File: src/rtl/pfx_pkg.sv
package pfx_pkg;

  typedef enum int {
    TOPO_DENSE  = 0,
    TOPO_SPARSE = 1,
    TOPO_HYBRID = 2
  } topo_e;

  // Number of prefix stages after the generate/propagate stage.
  function automatic int stageCount(topo_e topo, int lg);
    case (topo)
      TOPO_DENSE:  return lg;
      TOPO_SPARSE: return (lg == 0) ? 0 : 2 * lg - 1;
      default:     return lg + 1;
    endcase
  endfunction

  // Distance to the partner node in stage k (1-based stage index).
  function automatic int spanOf(topo_e topo, int lg, int k);
    case (topo)
      TOPO_DENSE:  return 1 << (k - 1);
      TOPO_SPARSE: return (k <= lg) ? (1 << (k - 1)) : (1 << (2 * lg - k - 1));
      default:     return (k <= lg) ? (1 << (k - 1)) : 1;
    endcase
  endfunction

  // Whether position j (0-based) holds a merge node in stage k.
  function automatic bit isNode(topo_e topo, int lg, int k, int j);
    int n;
    int d;
    n = j + 1;
    d = spanOf(topo, lg, k);
    case (topo)
      TOPO_DENSE:  return j >= d;
      TOPO_SPARSE: begin
        if (k <= lg) return (n % (2 * d)) == 0;
        return ((n % (2 * d)) == d) && (n > 2 * d);
      end
      default: begin
        if (k <= lg) return ((n % 2) == 0) && (n > d);
        return ((n % 2) == 1) && (n >= 3);
      end
    endcase
  endfunction

endpackage

File: src/rtl/pfx_pre.sv
module pfx_pre #(
  parameter int WIDTH = 32
) (
  input  logic [WIDTH-1:0] opA,
  input  logic [WIDTH-1:0] opB,
  output logic [WIDTH-1:0] genBit,
  output logic [WIDTH-1:0] propBit,
  output logic [WIDTH-1:0] halfSum
);
  assign genBit  = opA & opB;
  assign propBit = opA | opB;
  assign halfSum = opA ^ opB;
endmodule

File: src/rtl/pfx_tree.sv
module pfx_tree #(
  parameter int            WIDTH = 32,
  parameter pfx_pkg::topo_e TOPO = pfx_pkg::TOPO_DENSE
) (
  input  logic [WIDTH-1:0] genBit,
  input  logic [WIDTH-1:0] propBit,
  output logic [WIDTH-1:0] carryVec
);
  localparam int LG  = $clog2(WIDTH);
  localparam int NST = pfx_pkg::stageCount(TOPO, LG);

  for (genvar k = 0; k <= NST; k++) begin : stg
    logic [WIDTH-1:0] g;
    logic [WIDTH-1:0] p;
    if (k == 0) begin : seed
      assign g = genBit;
      assign p = propBit;
    end else begin : merge
      for (genvar j = 0; j < WIDTH; j++) begin : bitPos
        if (pfx_pkg::isNode(TOPO, LG, k, j)) begin : node
          localparam int M = j - pfx_pkg::spanOf(TOPO, LG, k);
          assign g[j] = stg[k-1].g[j] | (stg[k-1].p[j] & stg[k-1].g[M]);
          assign p[j] = stg[k-1].p[j] & stg[k-1].p[M];
        end else begin : pass
          assign g[j] = stg[k-1].g[j];
          assign p[j] = stg[k-1].p[j];
        end
      end
    end
  end

  assign carryVec = stg[NST].g;

  always_comb begin
    for (int j = 0; j < WIDTH; j++) begin
      assert_gen_sets_carry_R3: assert (!genBit[j] || carryVec[j])
        else $error("R3: generate at bit %0d did not set carry", j);
      assert_kill_clears_carry_R3: assert (propBit[j] || !carryVec[j])
        else $error("R3: kill at bit %0d did not clear carry", j);
      if (j > 0) begin
        assert_carry_chain_R3: assert (carryVec[j] ==
            (genBit[j] | (propBit[j] & carryVec[j-1])))
          else $error("R3: carry at bit %0d breaks the chain", j);
      end else begin
        assert_carry_base_R3: assert (carryVec[0] == genBit[0])
          else $error("R3: carry at bit 0 differs from generate");
      end
    end
  end
endmodule

File: src/rtl/pfx_post.sv
module pfx_post #(
  parameter int WIDTH = 32
) (
  input  logic [WIDTH-1:0] halfSum,
  input  logic [WIDTH-1:0] carryVec,
  output logic [WIDTH-1:0] sum,
  output logic             carryOut
);
  assign sum      = halfSum ^ {carryVec[WIDTH-2:0], 1'b0};
  assign carryOut = carryVec[WIDTH-1];
endmodule

File: src/rtl/pfx_adder.sv
module pfx_adder #(
  parameter int             WIDTH = 32,
  parameter pfx_pkg::topo_e TOPO  = pfx_pkg::TOPO_DENSE
) (
  input  logic [WIDTH-1:0] opA,
  input  logic [WIDTH-1:0] opB,
  output logic [WIDTH-1:0] sum,
  output logic             carryOut
);
  logic [WIDTH-1:0] genBit;
  logic [WIDTH-1:0] propBit;
  logic [WIDTH-1:0] halfSum;
  logic [WIDTH-1:0] carryVec;

  pfx_pre #(.WIDTH(WIDTH)) u_pre (
    .opA(opA), .opB(opB),
    .genBit(genBit), .propBit(propBit), .halfSum(halfSum)
  );

  pfx_tree #(.WIDTH(WIDTH), .TOPO(TOPO)) u_tree (
    .genBit(genBit), .propBit(propBit), .carryVec(carryVec)
  );

  pfx_post #(.WIDTH(WIDTH)) u_post (
    .halfSum(halfSum), .carryVec(carryVec),
    .sum(sum), .carryOut(carryOut)
  );

  initial begin
    assert_width_min_R6: assert (WIDTH >= 2)
      else $error("R6: width must be at least 2");
  end

  always_comb begin
    assert_total_R1: assert ({carryOut, sum} ==
        ({1'b0, opA} + {1'b0, opB}))
      else $error("R1: sum mismatch");
    assert_zero_R7: assert ((opA != '0) || (opB != '0) ||
        ((sum == '0) && !carryOut))
      else $error("R7: zero operands gave nonzero result");
  end
endmodule

File: config.mk
export PLATFORM = sky130hd
export DESIGN_NAME = pfx_adder
export DESIGN_NICKNAME = d
export VERILOG_FILES = /design/src/rtl/pfx_pkg.sv /design/src/rtl/pfx_pre.sv /design/src/rtl/pfx_tree.sv /design/src/rtl/pfx_post.sv /design/src/rtl/pfx_adder.sv
export SDC_FILE = /design/constraint.sdc
export NUM_CORES = 1
export LEC_CHECK = 0
export BUFFER_PORTS_ARGS = -buffer_cell sky130_fd_sc_hd__buf_4
export CELL_PAD_IN_SITES_DETAIL_PLACEMENT = 0
export CELL_PAD_IN_SITES_GLOBAL_PLACEMENT = 1
export CORE_ASPECT_RATIO = 1.25
export CORE_MARGIN = 5
export CORE_UTILIZATION = 35
export DETAILED_ROUTE_END_ITERATION = 8
export GPL_ROUTABILITY_DRIVEN = 0
export GPL_TIMING_DRIVEN = 0
export PLACE_DENSITY = 0.95
export SYNTH_ARGS = -nofsm -noshare
export SYNTH_HDL_FRONTEND = slang
export SYNTH_HIERARCHICAL = 1
export SYNTH_SLANG_ARGS = --single-unit
export TNS_END_PERCENT = 5
File: constraint.sdc
create_clock -name vclk -period 6.5
set_clock_uncertainty 0.2 [all_clocks]
set_input_delay 1.95 -clock vclk [all_inputs]
set_output_delay 1.95 -clock vclk [all_outputs]
set_load 0.1 [all_outputs]
==> impl_metrics.json, run 1 <==
{
  "drtPass1Iterations": 4,
  "avgSynthCellArea_um2": 7.03,
  "arrival_ns": 4.32,
  "final_layout_size_suffix_gt1_share_pct": 31.5,
  "yosys_warnings": 6,
  "wl_met2_um": 2930,
  "viasPerCell": 4.54,
  "slew-limit-headroom_pct": 77.0,
  "fp.dieH_um": 99.1,
  "cp-end-kind": "output pin",
  "grt_max_degree": 7,
  "placed_cells": 498,
  "tightest_slew_ns": 0.342,
  "met1_length_um": 1970,
  "hold_path_class": "input port to output pin",
  "layout_common_cells": "98 x inv_1, 92 x buf_4, 64 x ha_1",
  "drc": 0,
  "total_power_mw": 0.650,
  "io_buffers": 97,
  "slew_viol_final": 0,
  "setup_viol": 0,
  "wl_met3_um": 348,
  "cp_max_fo": 5,
  "cp_slowest_cell": "a211o_2",
  "period_share_pct": 99.5,
  "top_layer": "met3",
  "initialDrtViolationCount": 58,
  "crit_buf_inv": 4,
  "hold_violations": 0,
  "die_area_mm2": 0.00805,
  "area_growth_pct": 45.1,
  "rows": 32,
  "dp_hpwl_um": 4880,
  "startpoint_type": "input port",
  "grt_use_total_pct": 12.5,
  "overflow": 0,
  "slowest_delay_ns": 0.40,
  "powerDensity_mw_per_mm2": 202,
  "fillers": 645,
  "post-route-min-period_ns": 6.47,
  "grt_antenna_before_repair": 0,
  "cap_violations": 0,
  "synth_area_mm2": 0.00222,
  "fmax_ghz": 0.155,
  "leakagePower_nw": 1.96,
  "core_area_mm2": 0.00617,
  "worstPathRequired_ns": 4.35,
  "rsz0062_at_grt": "yes",
  "final_cells": 498,
  "routed_wirelength_um": 5250,
  "nClkBuffers": 0,
  "crit_type": "input port to output pin",
  "path_depth": 13,
  "ios": 97,
  "crit_chain": "buf_4 > inv_1 > ha_1 > inv_1 > a21o_1 > and3_2 > o2111ai_2 > a211o_2 > a21oi_4 > a31oi_1 > a31oi_1 > xor2_2 > buf_6",
  "critical-path-top-delay-family": "compound AO/OA/AOI/OAI gates",
  "status": "completed",
  "holdPathStages": 5,
  "grt_pass1_vias": 2265,
  "ir_drop_mv": 0.161,
  "dr_total_vias": 2262,
  "seq_area_um2": 0,
  "ant_nets": 0,
  "syn_inst": 316,
  "grt_pass1_wl_um": 8740,
  "initial_core_util_pct": 36.0,
  "seq_cells": 0,
  "final_net_count": 543,
  "whs_endpoint": "sum[27]",
  "die_w_um": 81.3,
  "worstHoldStart": "opB[27]",
  "final_common_cell": "inv_1",
  "post_cts.repair.setup_buffers": 0,
  "diodes": 0,
  "wl_per_cell_um": 10.5,
  "syn_nets": 444,
  "ctsHoldBuffers": 0
}
-- worst max path at each step --
stage	to	slack, ns	from
5_1_grt	sum[18]	-0.1	opA[3]
2_1_floorplan	sum[19]	-0.49	opA[1]
3_3_place_gp	sum[30]	-0.04	opA[9]
6_report	sum[31]	0.03	opA[1]
3_5_place_dp	sum[30]	-0.08	opA[9]
4_1_cts	sum[31]	0.004	opA[1]
-- power breakdown --
part / leakage (nW) / switching [mW] / total [mW] / internal [mW]
Combinational: 1.96 / 0.473 / 0.650 / 0.178
Clock: 0 / 0 / 0 / 0
Sequential: 0 / 0 / 0 / 0
-- timing repair --
item | in CTS | in global routing
pin swaps | 0 | 2
gates resized for setup | 2 | 17
setup endpoints to repair | 3 | 10
-- layer usage --
metal	up-vias	track usage, %
met5	-	0
met4	0	0
met3	0	1.46
met2	54	26.4
met1	1028	13.4
li1	1180	-
-- metrics by stage --
step | setup slack [ns] | TNS [ns] | util, % | area (um^2) | hold WS [ns]
finish | 0.0327 | 0 | 52.3 | 3220 | 4.26
global route | -0.0988 | -0.386 | 52.3 | 3220 | 4.29
CTS | 0.00437 | 0 | 51.0 | 3150 | 4.27
detailed placement | -0.0829 | -0.0844 | 50.9 | 3140 | 4.27
global placement | -0.0398 | -0.0643 | 50.9 | 3140 | 4.26
floorplan | -0.494 | -6.67 | - | 2300 | 4.11
-- area by class of cell --
type	count	area, um^2	share of cell area, %
multi-input cells	214	1930	60.0
well taps	85	106	3.30
inverters	99	372	11.5
repair buffers	97	788	24.5
plain buffers	3	22.5	0.699
Power figures use the tool's default switching activity.
==> inputs of run 2 (changes only) <==
--- a/config.mk
+++ b/config.mk
@@ -15,6 +15,7 @@
 export GPL_ROUTABILITY_DRIVEN = 0
 export GPL_TIMING_DRIVEN = 0
 export PLACE_DENSITY = 0.95
+export REMOVE_ABC_BUFFERS = 1
 export SYNTH_ARGS = -nofsm -noshare
 export SYNTH_HDL_FRONTEND = slang
 export SYNTH_HIERARCHICAL = 1
==> run 2 against run 1 <==
Sequential share of layout area unchanged. Final cell count shrank 0.20%. First-iteration DRC count down 50%. Total power is 3.5% lower. Die area unchanged. Via count rose by 0.75%. Non-clock buffer count decreased by 1. Count of clock-buffer cells in the layout unchanged. Cell area is 3.5% lower. Global-route usage is 0.86 points higher. Critical path type unchanged. Largest cell class unchanged.
==> impl_metrics.json, run 2 (same netlist as run 1, synthesis figures left out) <==
{
  "hold_violations": 0,
  "dr_total_vias": 2279,
  "dp_worst_setup_slack_ns": -0.0597,
  "crit_chain": "buf_4 > inv_1 > ha_1 > inv_1 > and2_4 > and3_2 > o2111ai_2 > a211o_2 > a21oi_4 > a31oi_1 > a31oi_1 > xor2_1 > buf_4",
  "grt_max_degree": 7,
  "seq_cells": 0,
  "overflow": 0,
  "grt_pass1_vias": 2359,
  "worstPathRequired_ns": 4.35,
  "final_net_count": 542,
  "leakagePower_nw": 1.93,
  "hold_slack_ns": 4.23,
  "powerDensity_mw_per_mm2": 202,
  "initial_core_util_pct": 36.0,
  "fp.dieH_um": 99.1,
  "post-route-min-period_ns": 6.39,
  "die_area_mm2": 0.00805,
  "rsz0062_at_grt": "yes",
  "tightest_slew_ns": 0.322,
  "dp_hpwl_um": 5090,
  "cap_violations": 0,
  "nClkBuffers": 0,
  "crit_type": "input port to output pin",
  "period_share_pct": 98.3,
  "grt_use_total_pct": 13.4,
  "diodes": 0,
  "arrival_ns": 4.24,
  "wl_per_cell_um": 11.0,
  "final_cells": 497,
  "fillers": 647,
  "hold_path_class": "input port to output pin",
  "routed_wirelength_um": 5460,
  "slew-limit-headroom_pct": 78.3,
  "layout_common_cells": "98 x inv_1, 91 x buf_4, 64 x ha_1",
  "cp-end-kind": "output pin",
  "grt_pass1_wl_um": 9180,
  "ios": 97,
  "critical-path-top-delay-family": "compound AO/OA/AOI/OAI gates",
  "ir_drop_mv": 0.146,
  "ant_nets": 0,
  "initialDrtViolationCount": 29,
  "rows": 32,
  "viasPerCell": 4.59,
  "final_common_cell": "inv_1",
  "worst_slack_ns": 0.107,
  "setup_viol": 0,
  "grt_antenna_before_repair": 0,
  "status": "completed",
  "area_growth_pct": 40.0,
  "seq_area_um2": 0,
  "slowest_delay_ns": 0.37,
  "cp_max_fo": 4,
  "die_w_um": 81.3,
  "ctsHoldBuffers": 0,
  "slew_viol_final": 0,
  "final_layout_size_suffix_gt1_share_pct": 29.1,
  "total_power_mw": 0.628,
  "io_buffers": 97,
  "drc": 0,
  "core_area_mm2": 0.00617,
  "multiInputGateArea_mm2": 0.00186,
  "cp_slowest_cell": "a211o_2",
  "placed_cells": 495,
  "crit_buf_inv": 4,
  "drtPass1Iterations": 4,
  "fmax_ghz": 0.156,
  "startpoint_type": "input port"
}
## run 2: cell type report
cell class	instances	area share [%]
inverter	99	12.0
tap	85	3.42
timing repair buffer	99	24.9
multi-input combinational	214	59.8
## run 2: power breakdown
| group | switching (mW) | leakage [nW] | total, mW | internal [mW] |
|---|---|---|---|---|
| logic | 0.465 | 1.93 | 0.628 | 0.163 |
| registers | 0 | 0 | 0 | 0 |
| clock network | 0 | 0 | 0 | 0 |
## run 2: metrics by stage
stage	area [um^2]	utilization [%]	TNS, ns
2_1_floorplan	2200	-	-12.65
6_report	3110	50.4	0
4_1_cts	3050	49.5	-0.00278
3_3_place_gp	3030	49.2	-0.0474
5_1_grt	3110	50.4	-0.0184
3_5_place_dp	3030	49.2	-0.104
## run 2: path summary, 6_finish.rpt
check	slack, ns	to	cells past startpoint	from
min	4.23	sum[16]	5	opB[16]
max	0.11	sum[31]	13	opA[4]
## run 2: layer usage
layer	routed length, um	vias to the layer above	global-route usage, %
met5	0	-	0
met4	83	0	1.43
met3	385	8	2.01
met2	3000	67	28.0
met1	1990	1012	13.6
li1	-	1192	-
## run 2: what timing repair did
action                                  in CTS  in global routing
cloned                                       0                  0
buffers inserted                             0                  2
endpoints found under the setup margin       4                 10
gates resized for setup                      4                 10
pin swaps                                    0                  7
